[src/rtl/i2c_host_pkg.sv]
package i2c_host_pkg;
  localparam int BUS_AW = 8;
  localparam int BUS_DW = 32;

  localparam logic [BUS_AW-1:0] OFS_CTRL  = 8'h00;
  localparam logic [BUS_AW-1:0] OFS_DIV   = 8'h04;
  localparam logic [BUS_AW-1:0] OFS_STAT  = 8'h08;
  localparam logic [BUS_AW-1:0] OFS_TXD   = 8'h10;
  localparam logic [BUS_AW-1:0] OFS_RXD   = 8'h14;
  localparam logic [BUS_AW-1:0] OFS_CMD   = 8'h18;
  localparam logic [BUS_AW-1:0] OFS_FCTL  = 8'h1C;
  localparam logic [BUS_AW-1:0] OFS_FSTAT = 8'h20;
  localparam logic [BUS_AW-1:0] OFS_DCNT  = 8'h24;

  typedef struct packed {
    logic       txPush;
    logic       rxPop;
    logic       txFlush;
    logic       rxFlush;
    logic [7:0] wrByte;
  } dpStrobe_t;
endpackage

[src/rtl/i2c_host_fifo.sv]
module i2c_host_fifo #(
  parameter int DEPTH = 16,
  parameter int WIDTH = 8,
  localparam int PW = (DEPTH > 1) ? $clog2(DEPTH) : 1,
  localparam int CW = $clog2(DEPTH + 1)
) (
  input  logic             clk,
  input  logic             rstN,
  input  logic             flush,
  input  logic             push,
  input  logic [WIDTH-1:0] pushData,
  input  logic             pop,
  output logic [WIDTH-1:0] headData,
  output logic [CW-1:0]    count,
  output logic             full,
  output logic             empty
);
  logic [WIDTH-1:0] mem [DEPTH];
  logic [PW-1:0] wrPtr, rdPtr;
  logic doPush, doPop;

  assign full   = (count == CW'(DEPTH));
  assign empty  = (count == '0);
  assign doPush = push && !full;
  assign doPop  = pop && !empty;
  assign headData = mem[rdPtr];

  function automatic logic [PW-1:0] nextPtr(input logic [PW-1:0] p);
    return (p == PW'(DEPTH - 1)) ? '0 : p + 1'b1;
  endfunction

  always_ff @(posedge clk or negedge rstN) begin
    if (!rstN) begin
      wrPtr <= '0;
      rdPtr <= '0;
      count <= '0;
    end else if (flush) begin
      wrPtr <= '0;
      rdPtr <= '0;
      count <= '0;
    end else begin
      if (doPush) wrPtr <= nextPtr(wrPtr);
      if (doPop)  rdPtr <= nextPtr(rdPtr);
      case ({doPush, doPop})
        2'b10:   count <= count + 1'b1;
        2'b01:   count <= count - 1'b1;
        default: count <= count;
      endcase
    end
  end

  always_ff @(posedge clk) begin
    if (doPush && !flush) mem[wrPtr] <= pushData;
  end
endmodule

[src/rtl/i2c_host_dp.sv]
module i2c_host_dp
  import i2c_host_pkg::*;
#(
  parameter int DEPTH = 16,
  localparam int CW = $clog2(DEPTH + 1)
) (
  input  logic            clk,
  input  logic            rstN,
  input  dpStrobe_t       stb,
  input  logic            seqTxPop,
  input  logic            seqRxPush,
  input  logic [7:0]      seqRxData,
  output logic [7:0]      txHead,
  output logic [7:0]      rxHead,
  output logic [CW-1:0]   txCount,
  output logic [CW-1:0]   rxCount,
  output logic [7:0]      txLevel,
  output logic [7:0]      rxLevel,
  output logic            txFull,
  output logic            txEmpty,
  output logic            rxFull,
  output logic            rxEmpty
);
  i2c_host_fifo #(.DEPTH(DEPTH), .WIDTH(8)) u_txFifo (
    .clk(clk), .rstN(rstN), .flush(stb.txFlush),
    .push(stb.txPush), .pushData(stb.wrByte), .pop(seqTxPop),
    .headData(txHead), .count(txCount), .full(txFull), .empty(txEmpty)
  );

  i2c_host_fifo #(.DEPTH(DEPTH), .WIDTH(8)) u_rxFifo (
    .clk(clk), .rstN(rstN), .flush(stb.rxFlush),
    .push(seqRxPush), .pushData(seqRxData), .pop(stb.rxPop),
    .headData(rxHead), .count(rxCount), .full(rxFull), .empty(rxEmpty)
  );

  generate
    if (CW > 8) begin : g_sat
      assign txLevel = (txCount > CW'(255)) ? 8'hFF : txCount[7:0];
      assign rxLevel = (rxCount > CW'(255)) ? 8'hFF : rxCount[7:0];
    end else begin : g_ext
      assign txLevel = 8'(txCount);
      assign rxLevel = 8'(rxCount);
    end
  endgenerate
endmodule

[src/rtl/i2c_host_ctrl.sv]
module i2c_host_ctrl
  import i2c_host_pkg::*;
(
  input  logic              clk,
  input  logic              rstN,
  input  logic [BUS_AW-1:0] busAddr,
  input  logic              busWe,
  input  logic              busRe,
  input  logic [BUS_DW-1:0] busWdata,
  output logic [BUS_DW-1:0] busRdata,
  output dpStrobe_t         stb,
  input  logic [7:0]        txLevel,
  input  logic [7:0]        rxLevel,
  input  logic              txFull,
  input  logic              rxEmpty,
  input  logic [7:0]        rxHead,
  input  logic              seqNack,
  input  logic              seqBusErr,
  input  logic              seqArbLost,
  input  logic              seqDone,
  input  logic              seqBusBusy,
  output logic              irq,
  output logic              cfgEnable,
  output logic              cfgRelease,
  output logic [1:0]        cfgCond,
  output logic              cfgIntEn,
  output logic [7:0]        cfgDivider,
  output logic [15:0]       cfgCommand,
  output logic              cmdGo,
  output logic [7:0]        cfgDataCount,
  output logic              cfgIgnoreNack,
  output logic              txRstPend,
  output logic              rxRstPend
);
  logic wrCtrl, wrDiv, wrStat, wrTxd, wrCmd, wrFctl, wrFstat, wrDcnt, rdRxd;
  logic zeroWrite, disableNow, evOk;
  logic stBusErr, stPend, stArbLost, stDone, nackFlag;
  logic setBusErr, setPend, setArb, setDone, setNack;
  logic clrBusErr, clrPend, clrArb, clrDone, clrNack;

  assign wrCtrl  = busWe && (busAddr == OFS_CTRL);
  assign wrDiv   = busWe && (busAddr == OFS_DIV);
  assign wrStat  = busWe && (busAddr == OFS_STAT);
  assign wrTxd   = busWe && (busAddr == OFS_TXD);
  assign wrCmd   = busWe && (busAddr == OFS_CMD);
  assign wrFctl  = busWe && (busAddr == OFS_FCTL);
  assign wrFstat = busWe && (busAddr == OFS_FSTAT);
  assign wrDcnt  = busWe && (busAddr == OFS_DCNT);
  assign rdRxd   = busRe && (busAddr == OFS_RXD);

  assign zeroWrite  = (busWdata == '0);
  assign disableNow = wrCtrl && !busWdata[7];
  assign evOk       = cfgEnable;

  // event sets and software clears
  assign setBusErr = evOk && seqBusErr;
  assign setPend   = evOk && (seqDone || seqBusErr || seqNack);
  assign setArb    = evOk && seqArbLost;
  assign setDone   = evOk && seqDone;
  assign setNack   = evOk && seqNack;
  assign clrBusErr = wrStat && (zeroWrite || busWdata[1]);
  assign clrPend   = wrStat && (zeroWrite || busWdata[2]);
  assign clrArb    = wrStat && !busWdata[3];
  assign clrDone   = wrStat && !busWdata[7];
  assign clrNack   = wrFstat && busWdata[1];

  // strobes toward the datapath
  always_comb begin
    stb.txPush  = wrTxd;
    stb.rxPop   = rdRxd;
    stb.txFlush = txRstPend || disableNow;
    stb.rxFlush = rxRstPend || disableNow;
    stb.wrByte  = busWdata[7:0];
  end

  // configuration registers
  always_ff @(posedge clk or negedge rstN) begin
    if (!rstN) begin
      cfgEnable     <= 1'b0;
      cfgRelease    <= 1'b0;
      cfgCond       <= 2'd0;
      cfgIntEn      <= 1'b0;
      cfgDivider    <= 8'd0;
      cfgCommand    <= 16'd0;
      cmdGo         <= 1'b0;
      cfgDataCount  <= 8'd0;
      cfgIgnoreNack <= 1'b0;
    end else begin
      if (wrCtrl) begin
        cfgEnable  <= busWdata[7];
        cfgIntEn   <= busWdata[5];
        cfgCond    <= busWdata[3:2];
        cfgRelease <= busWdata[1];
      end
      if (wrDiv)  cfgDivider   <= busWdata[7:0];
      if (wrCmd)  cfgCommand   <= busWdata[15:0];
      if (wrDcnt) cfgDataCount <= busWdata[7:0];
      if (wrFctl) cfgIgnoreNack <= busWdata[0];
      cmdGo <= wrCmd;
    end
  end

  // self-clearing flush requests
  always_ff @(posedge clk or negedge rstN) begin
    if (!rstN) begin
      txRstPend <= 1'b0;
      rxRstPend <= 1'b0;
    end else begin
      if (txRstPend)                 txRstPend <= 1'b0;
      else if (wrFctl && busWdata[2]) txRstPend <= 1'b1;
      if (rxRstPend)                 rxRstPend <= 1'b0;
      else if (wrFctl && busWdata[1]) rxRstPend <= 1'b1;
    end
  end

  // sticky status flags
  always_ff @(posedge clk or negedge rstN) begin
    if (!rstN) begin
      stBusErr  <= 1'b0;
      stPend    <= 1'b0;
      stArbLost <= 1'b0;
      stDone    <= 1'b0;
      nackFlag  <= 1'b0;
    end else if (disableNow) begin
      stBusErr  <= 1'b0;
      stPend    <= 1'b0;
      stArbLost <= 1'b0;
      stDone    <= 1'b0;
      nackFlag  <= 1'b0;
    end else begin
      stBusErr  <= (stBusErr  && !clrBusErr) || setBusErr;
      stPend    <= (stPend    && !clrPend)   || setPend;
      stArbLost <= (stArbLost && !clrArb)    || setArb;
      stDone    <= (stDone    && !clrDone)   || setDone;
      nackFlag  <= (nackFlag  && !clrNack)   || setNack;
    end
  end

  assign irq = stPend && cfgIntEn;

  // read multiplexer
  always_comb begin
    unique case (busAddr)
      OFS_CTRL:  busRdata = {24'h0, cfgEnable, 1'b0, cfgIntEn, 1'b0, cfgCond, cfgRelease, 1'b0};
      OFS_DIV:   busRdata = {24'h0, cfgDivider};
      OFS_STAT:  busRdata = {24'h0, stDone, seqBusBusy, 2'b00, stArbLost, stPend, stBusErr, 1'b0};
      OFS_RXD:   busRdata = rxEmpty ? 32'h0 : {24'h0, rxHead};
      OFS_CMD:   busRdata = {16'h0, cfgCommand};
      OFS_FCTL:  busRdata = {29'h0, txRstPend, rxRstPend, cfgIgnoreNack};
      OFS_FSTAT: busRdata = {8'h0, txLevel, rxLevel, 2'b00, txFull, 2'b00, !rxEmpty, nackFlag, 1'b0};
      OFS_DCNT:  busRdata = {24'h0, cfgDataCount};
      default:   busRdata = 32'h0;
    endcase
  end
endmodule

[src/rtl/i2c_host_regs.sv]
module i2c_host_regs
  import i2c_host_pkg::*;
#(
  parameter int DEPTH = 16,
  localparam int CW = $clog2(DEPTH + 1)
) (
  input  logic        clk,
  input  logic        rstN,
  input  logic [7:0]  busAddr,
  input  logic        busWe,
  input  logic        busRe,
  input  logic [31:0] busWdata,
  output logic [31:0] busRdata,
  output logic        irq,
  output logic        cfgEnable,
  output logic        cfgRelease,
  output logic [1:0]  cfgCond,
  output logic [7:0]  cfgDivider,
  output logic [15:0] cfgCommand,
  output logic        cmdGo,
  output logic [7:0]  cfgDataCount,
  output logic        cfgIgnoreNack,
  input  logic        seqTxPop,
  output logic [7:0]  seqTxData,
  output logic        seqTxEmpty,
  input  logic        seqRxPush,
  input  logic [7:0]  seqRxData,
  output logic        seqRxFull,
  input  logic        seqNack,
  input  logic        seqBusErr,
  input  logic        seqArbLost,
  input  logic        seqDone,
  input  logic        seqBusBusy
);
  dpStrobe_t      dpStb;
  logic [7:0]     txLevel, rxLevel, rxHead;
  logic [CW-1:0]  txCount, rxCount;
  logic           txFull, rxEmpty, cfgIntEn, txRstPend, rxRstPend;

  i2c_host_ctrl u_ctrl (
    .clk(clk), .rstN(rstN),
    .busAddr(busAddr), .busWe(busWe), .busRe(busRe), .busWdata(busWdata),
    .busRdata(busRdata), .stb(dpStb),
    .txLevel(txLevel), .rxLevel(rxLevel), .txFull(txFull), .rxEmpty(rxEmpty),
    .rxHead(rxHead),
    .seqNack(seqNack), .seqBusErr(seqBusErr), .seqArbLost(seqArbLost),
    .seqDone(seqDone), .seqBusBusy(seqBusBusy),
    .irq(irq), .cfgEnable(cfgEnable), .cfgRelease(cfgRelease), .cfgCond(cfgCond),
    .cfgIntEn(cfgIntEn), .cfgDivider(cfgDivider), .cfgCommand(cfgCommand),
    .cmdGo(cmdGo), .cfgDataCount(cfgDataCount), .cfgIgnoreNack(cfgIgnoreNack),
    .txRstPend(txRstPend), .rxRstPend(rxRstPend)
  );

  i2c_host_dp #(.DEPTH(DEPTH)) u_dp (
    .clk(clk), .rstN(rstN), .stb(dpStb),
    .seqTxPop(seqTxPop), .seqRxPush(seqRxPush), .seqRxData(seqRxData),
    .txHead(seqTxData), .rxHead(rxHead),
    .txCount(txCount), .rxCount(rxCount),
    .txLevel(txLevel), .rxLevel(rxLevel),
    .txFull(txFull), .txEmpty(seqTxEmpty),
    .rxFull(seqRxFull), .rxEmpty(rxEmpty)
  );
endmodule

[config.mk]
export PLATFORM = sky130hd
export DESIGN_NAME = i2c_host_regs
export DESIGN_NICKNAME = d
export VERILOG_FILES = /design/src/rtl/i2c_host_pkg.sv /design/src/rtl/i2c_host_fifo.sv /design/src/rtl/i2c_host_dp.sv /design/src/rtl/i2c_host_ctrl.sv /design/src/rtl/i2c_host_regs.sv
export SDC_FILE = /design/constraint.sdc
export NUM_CORES = 1
export LEC_CHECK = 0
export ABC_AREA = 1
export BUFFER_PORTS_ARGS = -buffer_cell sky130_fd_sc_hd__buf_2
export CAP_MARGIN = 20
export CORE_ASPECT_RATIO = 1.75
export CORE_MARGIN = 3
export CORE_UTILIZATION = 59
export DETAILED_ROUTE_END_ITERATION = 6
export PLACE_DENSITY = 0.8
export SYNTH_ARGS = -nofsm -noshare
export SYNTH_HDL_FRONTEND = slang
export SYNTH_SLANG_ARGS = --single-unit
[constraint.sdc]
create_clock -name clk -period 2.4 [get_ports clk]
set_input_delay 0 -clock clk [delete_from_list [all_inputs] [get_ports clk]]
set_output_delay 0 -clock clk [all_outputs]
set_load 0.01 [all_outputs]
==> results.ini <==
[grt]
track_usage_pct = 33.7
antenna_found_initial = 0
grt_pass1_vias = 11700
grt_pass1_wl_mm = 65.4
busiest_layer = met2
grt_max_degree = 73
use_met3_pct = 7.53
grt-ovfl-total = 0
grt_util_met1_pct = 35.2
use_met2_pct = 57.9

[timing]
rsz0062_at_grt = true
period_minus_slack_ns = 2.50
drv_slew = 0
setup_violations = 8
hold_viol_final = 0
slew_headroom_pct = 35.4
fin_crit_sh_pct = 104
worstMarginPinSlew_ns = 0.969
skew_ns = 0.0194
layout_setup_ws_ns = -0.102
fmax_mhz = 400

[yosys]
synth_top_family_by_area = simple AND/OR/NAND/NOR gates
yosysWarnings = 0
netlist_instances = 1328
ys_seq_area_share_pct = 66.3
syn_area_um2 = 14300
synth-simple-area-share_pct = 16.2
synthFlopType = edfxtp_1
synth.area.top_cells = edfxtp_1, dfrtp_1, nand2_1
synth-edff-count = 256
synth_top_area_cell = edfxtp_1
synthArstFlopShare_pct = 22.0
synth.avg_cell_area_um2 = 10.8
synth_fa_ha_area_share_pct = 1.14
yosys.area.top_type_share_pct = 53.7
synth_compound_area_share_pct = 10.9
synth_cell_types = 44
synth-xor-area-share_pct = 0.184
ys_ff_latch = 328
muxShareOfSynthArea_pct = 0.0787

[placed_design]
io_buffers = 128
pre_cts_ws_ns = 0.0353
dp_hpwl_mm = 29.2
gp_congestion = 0.949

[final_layout]
multiInputGateArea_um2 = 4290
area_growth_pct = 19.8
nNetsFinal = 1596
regArea_um2 = 9500
final_layout_size_suffix_gt1_share_pct = 21.0
final_common_cell = edfxtp_1
num_antenna_cells = 0
fill_cells = 1548
finalCoreUtilization_pct = 72.6
layout_common_cells = edfxtp_1, nand2_1, nor2_1, buf_2, o21ai_0

[clock_network]
clk_path_buf_depth = 3
clk_latency_ns = 0.56
numCtsBuffers = 28
cts.sinks = 328
path_clk_slew_ns = 0.07
htree_levels = 1
cts_tree = built
cts_root_buffer = clkbuf_16

[critical_path]
critPathLaunchType = flip-flop
worst_r2r_path_depth = 8
path_common_cell = inv_1
path_cells = inv_1 > nor2_2 > inv_1 > buf_4 > a21oi_1 > a221oi_1 > o21ai_2 > nand2_1 > buf_2
crit_arrival_ns = 2.50
slowest_stage = dfrtp_2
r2r_end = u_dp.u_txFifo.mem[8][4]
r2r_start = u_dp.u_txFifo.count[2]
critical-path-max-stage-delay_ns = 0.50
criticalPathCategory = flip-flop to primary output
endpoint_kind = primary output
cp_max_fo = 10
critPathRequiredTime_ns = 2.40
r2r_slack_ns = 0.11

[hold_path]
holdPathEnd = u_dp.u_txFifo.wrPtr[2]
min_path_cells = 7
hp-class = primary input to flip-flop
min_from = busAddr[1]

[run]
max-cap-violations = 0

[power]
ir_worst_vdd_uv = 963
leakage_nw = 6.82
power.density_nw_per_um2 = 927

[die]
placementRows = 74
core_um2 = 23600
ios = 140
die_h_um = 212
die-area_um2 = 26200
start_util_pct = 60.6
dieWidth_um = 124

[routing]
wl_per_cell_um = 23.7
vias = 11600
via_per_inst = 6.25
drcViolationCount = 1
ant_nets = 0
drtPass1Iterations = 7
drt_iter0_drc = 1273
postRouteWirelength_mm = 43.9

[run_status]
violations = design-rule violations, negative setup slack
outcome = finished, violations left

==> cells by family after synthesis <==
kind of cell             after synthesis
other                                  1
adder cells (fa/ha/maj)               13
AND/OR/NAND/NOR                      531
AO/OA/AOI/OAI                        273
XOR/XNOR                               3
multiplexers                           1
buffers and inverters                178
flip-flops                           328
==> state kept, by name, summed over array words and instances (netlist names), 2 cells and up <==
signal,count
u_ctrl.cfgCommand,16
u_ctrl.cfgCond,2
u_ctrl.cfgDataCount,8
u_ctrl.cfgDivider,8
u_dp.u_rxFifo.count,5
u_dp.u_rxFifo.mem,128
u_dp.u_rxFifo.rdPtr,4
u_dp.u_rxFifo.wrPtr,4
u_dp.u_txFifo.count,5
u_dp.u_txFifo.mem,128
u_dp.u_txFifo.rdPtr,4
u_dp.u_txFifo.wrPtr,4
==> area by class of cell <==
type                    instances  area share (%)
flip-flops and latches        328            55.4
multi-input cells             832            25.0
repair buffers                216            9.08
clock buffers                  32            4.30
inverters                     117            2.66
well taps                     304            2.22
clock inverters                19            1.24
repair inverters                1          0.0292
==> cell usage after synthesis (4+ instances only) <==
master and n:
nor2_2 7, o31ai_1 4, nand3_1 73, o22ai_1 27, o221ai_1 12, nand4_1 18
nor2_4 6, nand2_1 249, nor4_1 7, o21ai_0 148, dfrtp_1 72, edfxtp_1 256
buf_4 11, inv_1 102, inv_2 13, clkbuf_1 26, buf_2 23, o21ai_1 9
a221oi_1 11, nor3_1 5, o211ai_1 5, nor2_1 144, a21oi_1 42, ha_1 13
nand2_2 11
==> stage by stage <==
| stage | hold slack (ns) | power, mW | cells | TNS (ns) | cell area [um^2] |
|---|---|---|---|---|---|
| final | 0.0350 | 15.9 | 1849 | -0.499 | 17100 |
| after global routing | 0.0584 | 16.4 | 1849 | -0.667 | 17100 |
| after CTS | 0.0201 | 15.5 | 1841 | -0.121 | 16900 |
| after detailed placement | 0.199 | 10.7 | 1745 | 0 | 15400 |
| after global placement | 0.193 | 10.5 | 1745 | 0 | 15400 |
| after floorplan | -0.296 | 9.10 | 1338 | 0 | 14300 |
==> metal layers <==
metal / wire [um] / up-vias
li1: - / 5021
met1: 13500 / 5437
met4: 4010 / 0
met5: 0 / -
met2: 22500 / 837
met3: 3970 / 255
==> what timing repair did <==
action                     in CTS  in global routing
resized for setup              25                 67
buffers inserted                3                  7
pin swaps                       4                  4
hold endpoints to repair      350                  0
gates cloned                    3                  1
setup endpoints to repair      23                143
hold buffers                   39                  0
==> worst max-delay path by stage <==
stage                                      start                  endpoint  slack [ns]  cells after the start
after floorplan           u_dp.u_txFifo.count[0]    u_dp.u_txFifo.count[4]        0.53                     14
after global placement    u_dp.u_txFifo.count[2]   u_dp.u_txFifo.mem[8][3]        0.10                      8
after detailed placement  u_dp.u_txFifo.count[2]  u_dp.u_txFifo.mem[11][7]        0.04                      8
after CTS                 u_dp.u_txFifo.rdPtr[0]              seqTxData[5]       -0.07                      7
after global routing      u_dp.u_rxFifo.rdPtr[0]               busRdata[2]       -0.15                     10
final                     u_dp.u_txFifo.rdPtr[2]              seqTxData[0]       -0.10                      9
==> critical path, delay by kind of cell (launching register included) <==
kind,cells,cell delay (ns)
compound gates,3,0.74
simple gates,2,0.17
flops,1,0.50
buf+inv,4,0.54
==> power breakdown <==
part	switching, mW	internal (mW)	total, mW
clock	2.10	2.65	4.75
combinational	2.88	1.36	4.24
sequential	0.328	6.57	6.89
Power figures use the tool's default switching activity.
